`config.mk`:
```
export PLATFORM = sky130hd
export DESIGN_NAME = nroot_log_divider
export DESIGN_NICKNAME = d
export VERILOG_FILES = /design/src/rtl/nroot_div_pkg.sv /design/src/rtl/nroot_div_step.sv /design/src/rtl/nroot_div_head.sv /design/src/rtl/nroot_log_divider.sv
export SDC_FILE = /design/constraint.sdc
export NUM_CORES = 1
export LEC_CHECK = 0
export BUFFER_PORTS_ARGS = -buffer_cell sky130_fd_sc_hd__buf_2
export CAP_MARGIN = 5
export CORE_UTILIZATION = 26
export CTS_BUF_LIST = sky130_fd_sc_hd__clkbuf_8
export DETAILED_ROUTE_END_ITERATION = 8
export PLACE_DENSITY = 0.45
export SYNTH_ARGS = -nofsm -noshare
export SYNTH_HDL_FRONTEND = slang
export SYNTH_SLANG_ARGS = --single-unit
```
`constraint.sdc`:
```
create_clock -name clk -period 8.2 [get_ports clk]
set_clock_uncertainty 0.05 [all_clocks]
set_input_delay 1.23 -clock clk [delete_from_list [all_inputs] [get_ports clk]]
set_output_delay 1.23 -clock clk [all_outputs]
set_load 0.02 [all_outputs]
```
`src/rtl/nroot_div_pkg.sv`:
```
package nroot_div_pkg;

    // Operation chosen for the next clock edge
    typedef enum logic [2:0] {
        OP_HOLD = 3'd0,
        OP_LOAD = 3'd1,
        OP_ZERO = 3'd2,
        OP_HEAD = 3'd3,
        OP_STEP = 3'd4
    } div_op_e;

    // Number of iterations: one wide head step, then one per remaining bit
    function automatic int unsigned iter_count(input int unsigned dvd_w,
                                               input int unsigned head_w);
        return 1 + (dvd_w - head_w);
    endfunction

endpackage

```
`src/rtl/nroot_div_step.sv`:
```
// One restoring step: comparator, controlled subtractor and remainder selector.
module nroot_div_step #(
    parameter int DVS_W = 4
) (
    input  logic [DVS_W-1:0] rem_in,
    input  logic             bit_in,
    input  logic [DVS_W-1:0] dvs,
    output logic             q_bit,
    output logic [DVS_W-1:0] rem_out
);
    localparam int WIDE_W = DVS_W + 1;

    logic [WIDE_W-1:0] shifted;
    logic [WIDE_W-1:0] diff;
    logic              ge;

    // Partial remainder with the new bit appended; one extra bit avoids overflow
    assign shifted = {rem_in, bit_in};
    assign ge      = (shifted >= {1'b0, dvs});
    assign diff    = shifted - {1'b0, dvs};
    assign q_bit   = ge;

    // Keep the difference only when it did not go negative
    always_comb begin
        if (ge) rem_out = diff[DVS_W-1:0];
        else    rem_out = shifted[DVS_W-1:0];
    end

    // A remainder that starts below the divisor must stay below it
    always_comb begin
        if (dvs != '0 && rem_in < dvs) begin
            assert_step_rem_bound_R2: assert (rem_out < dvs);
        end
    end

endmodule

```
`src/rtl/nroot_div_head.sv`:
```
// Resolves the top HEAD_W dividend bits in a single cycle with a chain of steps.
module nroot_div_head #(
    parameter int HEAD_W = 4,
    parameter int DVS_W  = 4
) (
    input  logic [HEAD_W-1:0] field,
    input  logic [DVS_W-1:0]  dvs,
    output logic [HEAD_W-1:0] q_bits,
    output logic [DVS_W-1:0]  rem
);
    logic [DVS_W-1:0] chain [HEAD_W+1];

    assign chain[0] = '0;

    for (genvar g = 0; g < HEAD_W; g++) begin : g_cell
        nroot_div_step #(.DVS_W(DVS_W)) step_i (
            .rem_in  (chain[g]),
            .bit_in  (field[HEAD_W-1-g]),
            .dvs     (dvs),
            .q_bit   (q_bits[HEAD_W-1-g]),
            .rem_out (chain[g+1])
        );
    end

    assign rem = chain[HEAD_W];

endmodule

```
`src/rtl/nroot_log_divider.sv`:
```
module nroot_log_divider
    import nroot_div_pkg::*;
#(
    parameter int DVD_W  = 16,
    parameter int DVS_W  = 4,
    parameter int HEAD_W = 4
) (
    input  logic             clk,
    input  logic             rst_n,
    input  logic             start,
    input  logic [DVD_W-1:0] dividend,
    input  logic [DVS_W-1:0] divisor,
    output logic             busy,
    output logic             done,
    output logic             div_by_zero,
    output logic [DVD_W-1:0] quotient,
    output logic [DVS_W-1:0] remainder
);
    localparam int ITER  = int'(iter_count(DVD_W, HEAD_W));
    localparam int CNT_W = $clog2(ITER);
    localparam int LOW_W = DVD_W - HEAD_W;
    localparam logic [CNT_W-1:0] LAST = CNT_W'(ITER - 1);

    typedef struct packed {
        logic             busy;
        logic             done;
        logic             dbz;
        logic [CNT_W-1:0] cnt;
        logic [DVD_W-1:0] pend;
        logic [DVS_W-1:0] dvs;
        logic [DVS_W-1:0] rem;
        logic [DVD_W-1:0] quo;
    } div_state_t;

    div_state_t s_q, s_d;
    div_op_e    op;

    logic [HEAD_W-1:0] head_q;
    logic [DVS_W-1:0]  head_r;
    logic              step_q;
    logic [DVS_W-1:0]  step_r;

    nroot_div_head #(.HEAD_W(HEAD_W), .DVS_W(DVS_W)) head_i (
        .field  (s_q.pend[DVD_W-1 -: HEAD_W]),
        .dvs    (s_q.dvs),
        .q_bits (head_q),
        .rem    (head_r)
    );

    nroot_div_step #(.DVS_W(DVS_W)) step_i (
        .rem_in  (s_q.rem),
        .bit_in  (s_q.pend[DVD_W-1]),
        .dvs     (s_q.dvs),
        .q_bit   (step_q),
        .rem_out (step_r)
    );

    // Operation select
    always_comb begin
        if (!s_q.busy) begin
            if (!start)               op = OP_HOLD;
            else if (divisor == '0)   op = OP_ZERO;
            else                      op = OP_LOAD;
        end else if (s_q.cnt == '0) begin
            op = OP_HEAD;
        end else begin
            op = OP_STEP;
        end
    end

    // Next-state computation
    always_comb begin
        s_d      = s_q;
        s_d.done = 1'b0;
        unique case (op)
            OP_LOAD: begin
                s_d.busy = 1'b1;
                s_d.dbz  = 1'b0;
                s_d.cnt  = '0;
                s_d.pend = dividend;
                s_d.dvs  = divisor;
                s_d.rem  = '0;
                s_d.quo  = '0;
            end
            OP_ZERO: begin
                s_d.done = 1'b1;
                s_d.dbz  = 1'b1;
                s_d.cnt  = '0;
                s_d.dvs  = '0;
                s_d.rem  = '0;
                s_d.quo  = '1;
            end
            OP_HEAD: begin
                s_d.quo  = {s_q.quo[LOW_W-1:0], head_q};
                s_d.rem  = head_r;
                s_d.pend = s_q.pend << HEAD_W;
                s_d.cnt  = s_q.cnt + CNT_W'(1);
            end
            OP_STEP: begin
                s_d.quo  = {s_q.quo[DVD_W-2:0], step_q};
                s_d.rem  = step_r;
                s_d.pend = s_q.pend << 1;
                s_d.cnt  = s_q.cnt + CNT_W'(1);
                if (s_q.cnt == LAST) begin
                    s_d.busy = 1'b0;
                    s_d.done = 1'b1;
                    s_d.cnt  = '0;
                end
            end
            default: ;
        endcase
    end

    always_ff @(posedge clk or negedge rst_n) begin
        if (!rst_n) s_q <= '0;
        else        s_q <= s_d;
    end

    assign busy        = s_q.busy;
    assign done        = s_q.done;
    assign div_by_zero = s_q.dbz;
    assign quotient    = s_q.quo;
    assign remainder   = s_q.rem;

    // ---------------- assertions ----------------
    assert_last_iter_done_R3: assert property (@(posedge clk) disable iff (!rst_n)
        (s_q.busy && s_q.cnt == LAST) |=> (done && !busy));

    assert_done_pulse_R4: assert property (@(posedge clk) disable iff (!rst_n)
        done |=> !done);

    assert_no_restart_R5: assert property (@(posedge clk) disable iff (!rst_n)
        (s_q.busy && start && s_q.cnt != LAST) |=> (busy && $stable(s_q.dvs)));

    assert_rem_below_n_R2: assert property (@(posedge clk) disable iff (!rst_n)
        (done && !div_by_zero) |-> (remainder < s_q.dvs));

    assert_zero_result_R6: assert property (@(posedge clk) disable iff (!rst_n)
        (done && div_by_zero) |-> (quotient == '1 && remainder == '0 && !busy));

    assert_result_hold_R8: assert property (@(posedge clk) disable iff (!rst_n)
        (!busy && !start) |=> ($stable(quotient) && $stable(remainder) && $stable(div_by_zero)));

endmodule

```
==> metrics.md <==
| Metric | Value |
|---|---|
| Hold crit path type | `reg2reg` |
| Die area | `12300 sq um` |
| Via count | `between 2000 and 3000` |
| CP startpoint kind | `flop` |
| Syn avg cell area | `8.91 sq um` |
| Worst Setup Path Type | `reg2reg` |
| Clk_lat worst skew | `about 0.31 ns` |
| Starting density of the core | `between 20% and 30%` |
| Setup TNS | `0 ns` |
| Synth area leader | `dfrtp_1` |
| Seq cells post-synth | `47` |
| Critical Path AT | `6.99 ns` |
| R2R setup slack | `1.40 ns` |
| Crit end category | `flop` |
| Synthesized area | `3090 sq um` |
| Placed Area | `around 3300 sq um` |
| Compound-Gate Fraction of Synth Area | `about a fifth` |
| Setup Buffers After CTS | `0` |
| Most common cell after layout, fill and taps aside | `nand2_1` |
| Placed Cells | `503` |
| Area Growth Syn to Fin | `10.1%` |
| Port bufs | `45` |
| Max Root-Sink Buffers | `2` |
| Net Count, Synth | `a little under 400` |
| Number of hold violations in the final report | `0` |
| Fin worst setup slack | `1.40 ns` |
| GP Congestion | `about 0.86` |
| Drc violations | `14` |
| Async set-reset flop share out of synthesis | `between 90% and 100%` |
| Slew headroom | `between 20 and 30%` |
| Slowest cell delay on critical path | `about 0.62 ns` |
| CP Data Required Time | `roughly 8.4 ns` |
| CTS clk-pin slew, worst paths | `0.09 ns` |
| Synth top area share | `about two fifths` |
| Final WL | `between 8000 and 9000 um` |
| Fin nets | `roughly 410` |
| Adder-cell share of the synthesized area | `10.3%` |
| Met2 Usage GRT | `about 22%` |
| Max Slew Vio Count | `0` |
| IO Count | `46` |
| Top cells by area, synth | `dfrtp_1 (38%), nand2_1 (8.0%), ha_1 (7.7%), buf_4 (4.9%), a21oi_1 (4.2%)` |
| Hold buffers post-CTS | `0` |
| Netlist cell types | `45` |
| XOR/XNOR Fraction of Synth Area | `under 10%` |
| Layout cells sized above 1 | `18.3%` |
| Endpoints failing setup | `0` |
| Vias in the first global route | `2601` |
| Die W | `111 um` |
| Fmax | `~0.15 GHz` |
| Tcrit/Tclk final | `between 80 and 90%` |
| Core Box Area | `11500 sq um` |
| TritonRoute pass-1 iters | `9` |
| Max Cap Viol | `0` |
| Gr usage total | `between 10% and 20%` |
| Design area | `3400 sq um` |
| Initial antenna violation count | `0` |
| Initial DRC Count | `approximately 210` |
| Proportion of synthesized chip area in sequential cells | `38.0%` |
| Cts bufs inserted | `5` |
| Largest net degree at the start of global routing | `48` |
| RSZ-0062 raised after global routing | `false` |
| Worst Tran Pin Value | `about 1.1 ns` |
| CTS tree | `yes` |
| Post-synth EDFFs | `0` |
| Fillers | `around 1200` |
| Maximum fanout along the worst path | `8` |
| YS warnings | `0` |
| CTS sink count | `47` |
| Status | `finished, violations left` |
| CTS root buf | `clkbuf_8` |
| HPWL Detailed | `between 5000 and 6000 um` |
| Met1 layer usage reported by global route | `19.1%` |
| Ys flop type | `dfrtp_1` |
| Failing checks | `DRC` |
| Slowest CP cell | `o21ai_0` |
| H-Tree Depth | `2` |
| Place WS | `approximately 1.4 ns` |
| Antenna cells | `0` |
| Non-Filler Instances | `between 500 and 600` |
| GRT Max-Usage Layer | `met2` |
| Simple-Gate Fraction of Synth Area | `18.0%` |
| GRT overflow | `0` |
| Largest family of logic cells by synthesized area | `compound AO/OA/AOI/OAI gates` |
| Grt met3 use | `under 10%` |
| Row count | `39` |
| Most frequent cells in the layout | `nand2_1 (66), dfrtp_1 (47), buf_2 (45), nor2_1 (29), a21oi_1 (25)` |
| PostCTS Resize Cnt | `0` |
| Cells after Synth | `about 350` |
| Min Tclk post-route | `6.80 ns` |
| Global-route wire length before repair | `between 10000 and 15000 um` |
| Die Ht | `between 100 and 150 um` |
| Final ANT Viol Nets | `0` |
| WL/cell | `about 16 um` |
| Mux cell area share after synthesis | `3.64%` |
| Vias per std cell | `~5` |
[metal layers]
metal	part of all wire (%)	wire [um]
met3	5.5	437
met5	0	0
met1	49	3910
met4	0.52	42
met2	45	3620
[metrics by stage]
| step | hold slack [ns] | utilization [%] |
|---|---|---|
| floorplan | 0.419 | - |
| global placement | 0.411 | 28.8 |
| detailed placement | 0.424 | 28.8 |
| CTS | 0.444 | 29.6 |
| global route | 0.461 | 29.6 |
| finish | 0.431 | 29.6 |
[path summary, 6_finish.rpt]
path	start	to	cells past startpoint
max in group asynchronous	rst_n	quotient[14]	2
min reg2reg	div_by_zero	div_by_zero	2
min in group asynchronous	rst_n	s_q[27]	2
min	div_by_zero	div_by_zero	2
max	s_q[21]	remainder[0]	28
max reg2reg	s_q[21]	remainder[0]	28
[synth_stat cells, types with 5 or more instances]
cell type,count
a21o_1,6
a21oi_1,26
a222oi_1,13
a22oi_1,5
buf_4,20
clkbuf_1,15
dfrtp_1,47
ha_1,19
inv_1,14
mux2i_1,6
nand2_1,66
nand4_1,13
nor2_1,29
o21ai_0,13
xnor2_1,5
[flip-flops by register name (all words and copies together) (netlist names)]
| name | cells |
|---|---|
| busy | 1 |
| div_by_zero | 1 |
| done | 1 |
| quotient | 16 |
| remainder | 4 |
| s_q | 24 |
[worst max-delay path: cells and delay by family (launching register included)]
kind                     cells  cell delay [ns]
AO/OA/AOI/OAI               13             3.14
flip-flops                   1             0.54
buffers and inverters        3             0.44
AND/OR/NAND/NOR              6             0.77
adder cells (fa/ha/maj)      4             1.15
multiplexers                 2             0.61
[final cells by class]
type                    instances  area, sq um  area share (%)
well taps                     143          179            5.26
inverters                      15         56.3            1.65
flip-flops and latches         47         1180            34.6
clock buffers                   6         82.6            2.43
multi-input cells             250         1660            48.7
clock inverters                 1         5.00           0.147
repair buffers                 48          248            7.28
[cells by family after synthesis]
| kind of cell | after synthesis |
|---|---|
| AND/OR/NAND/NOR | 126 |
| AO/OA/AOI/OAI | 85 |
| buffers and inverters | 50 |
| flip-flops | 47 |
| adder cells (fa/ha/maj) | 23 |
| multiplexers | 10 |
| XOR/XNOR | 6 |
Power is left out: the tool's default activity adds up to more than one toggle a clock period on the data nets, which glitch-free logic cannot reach.
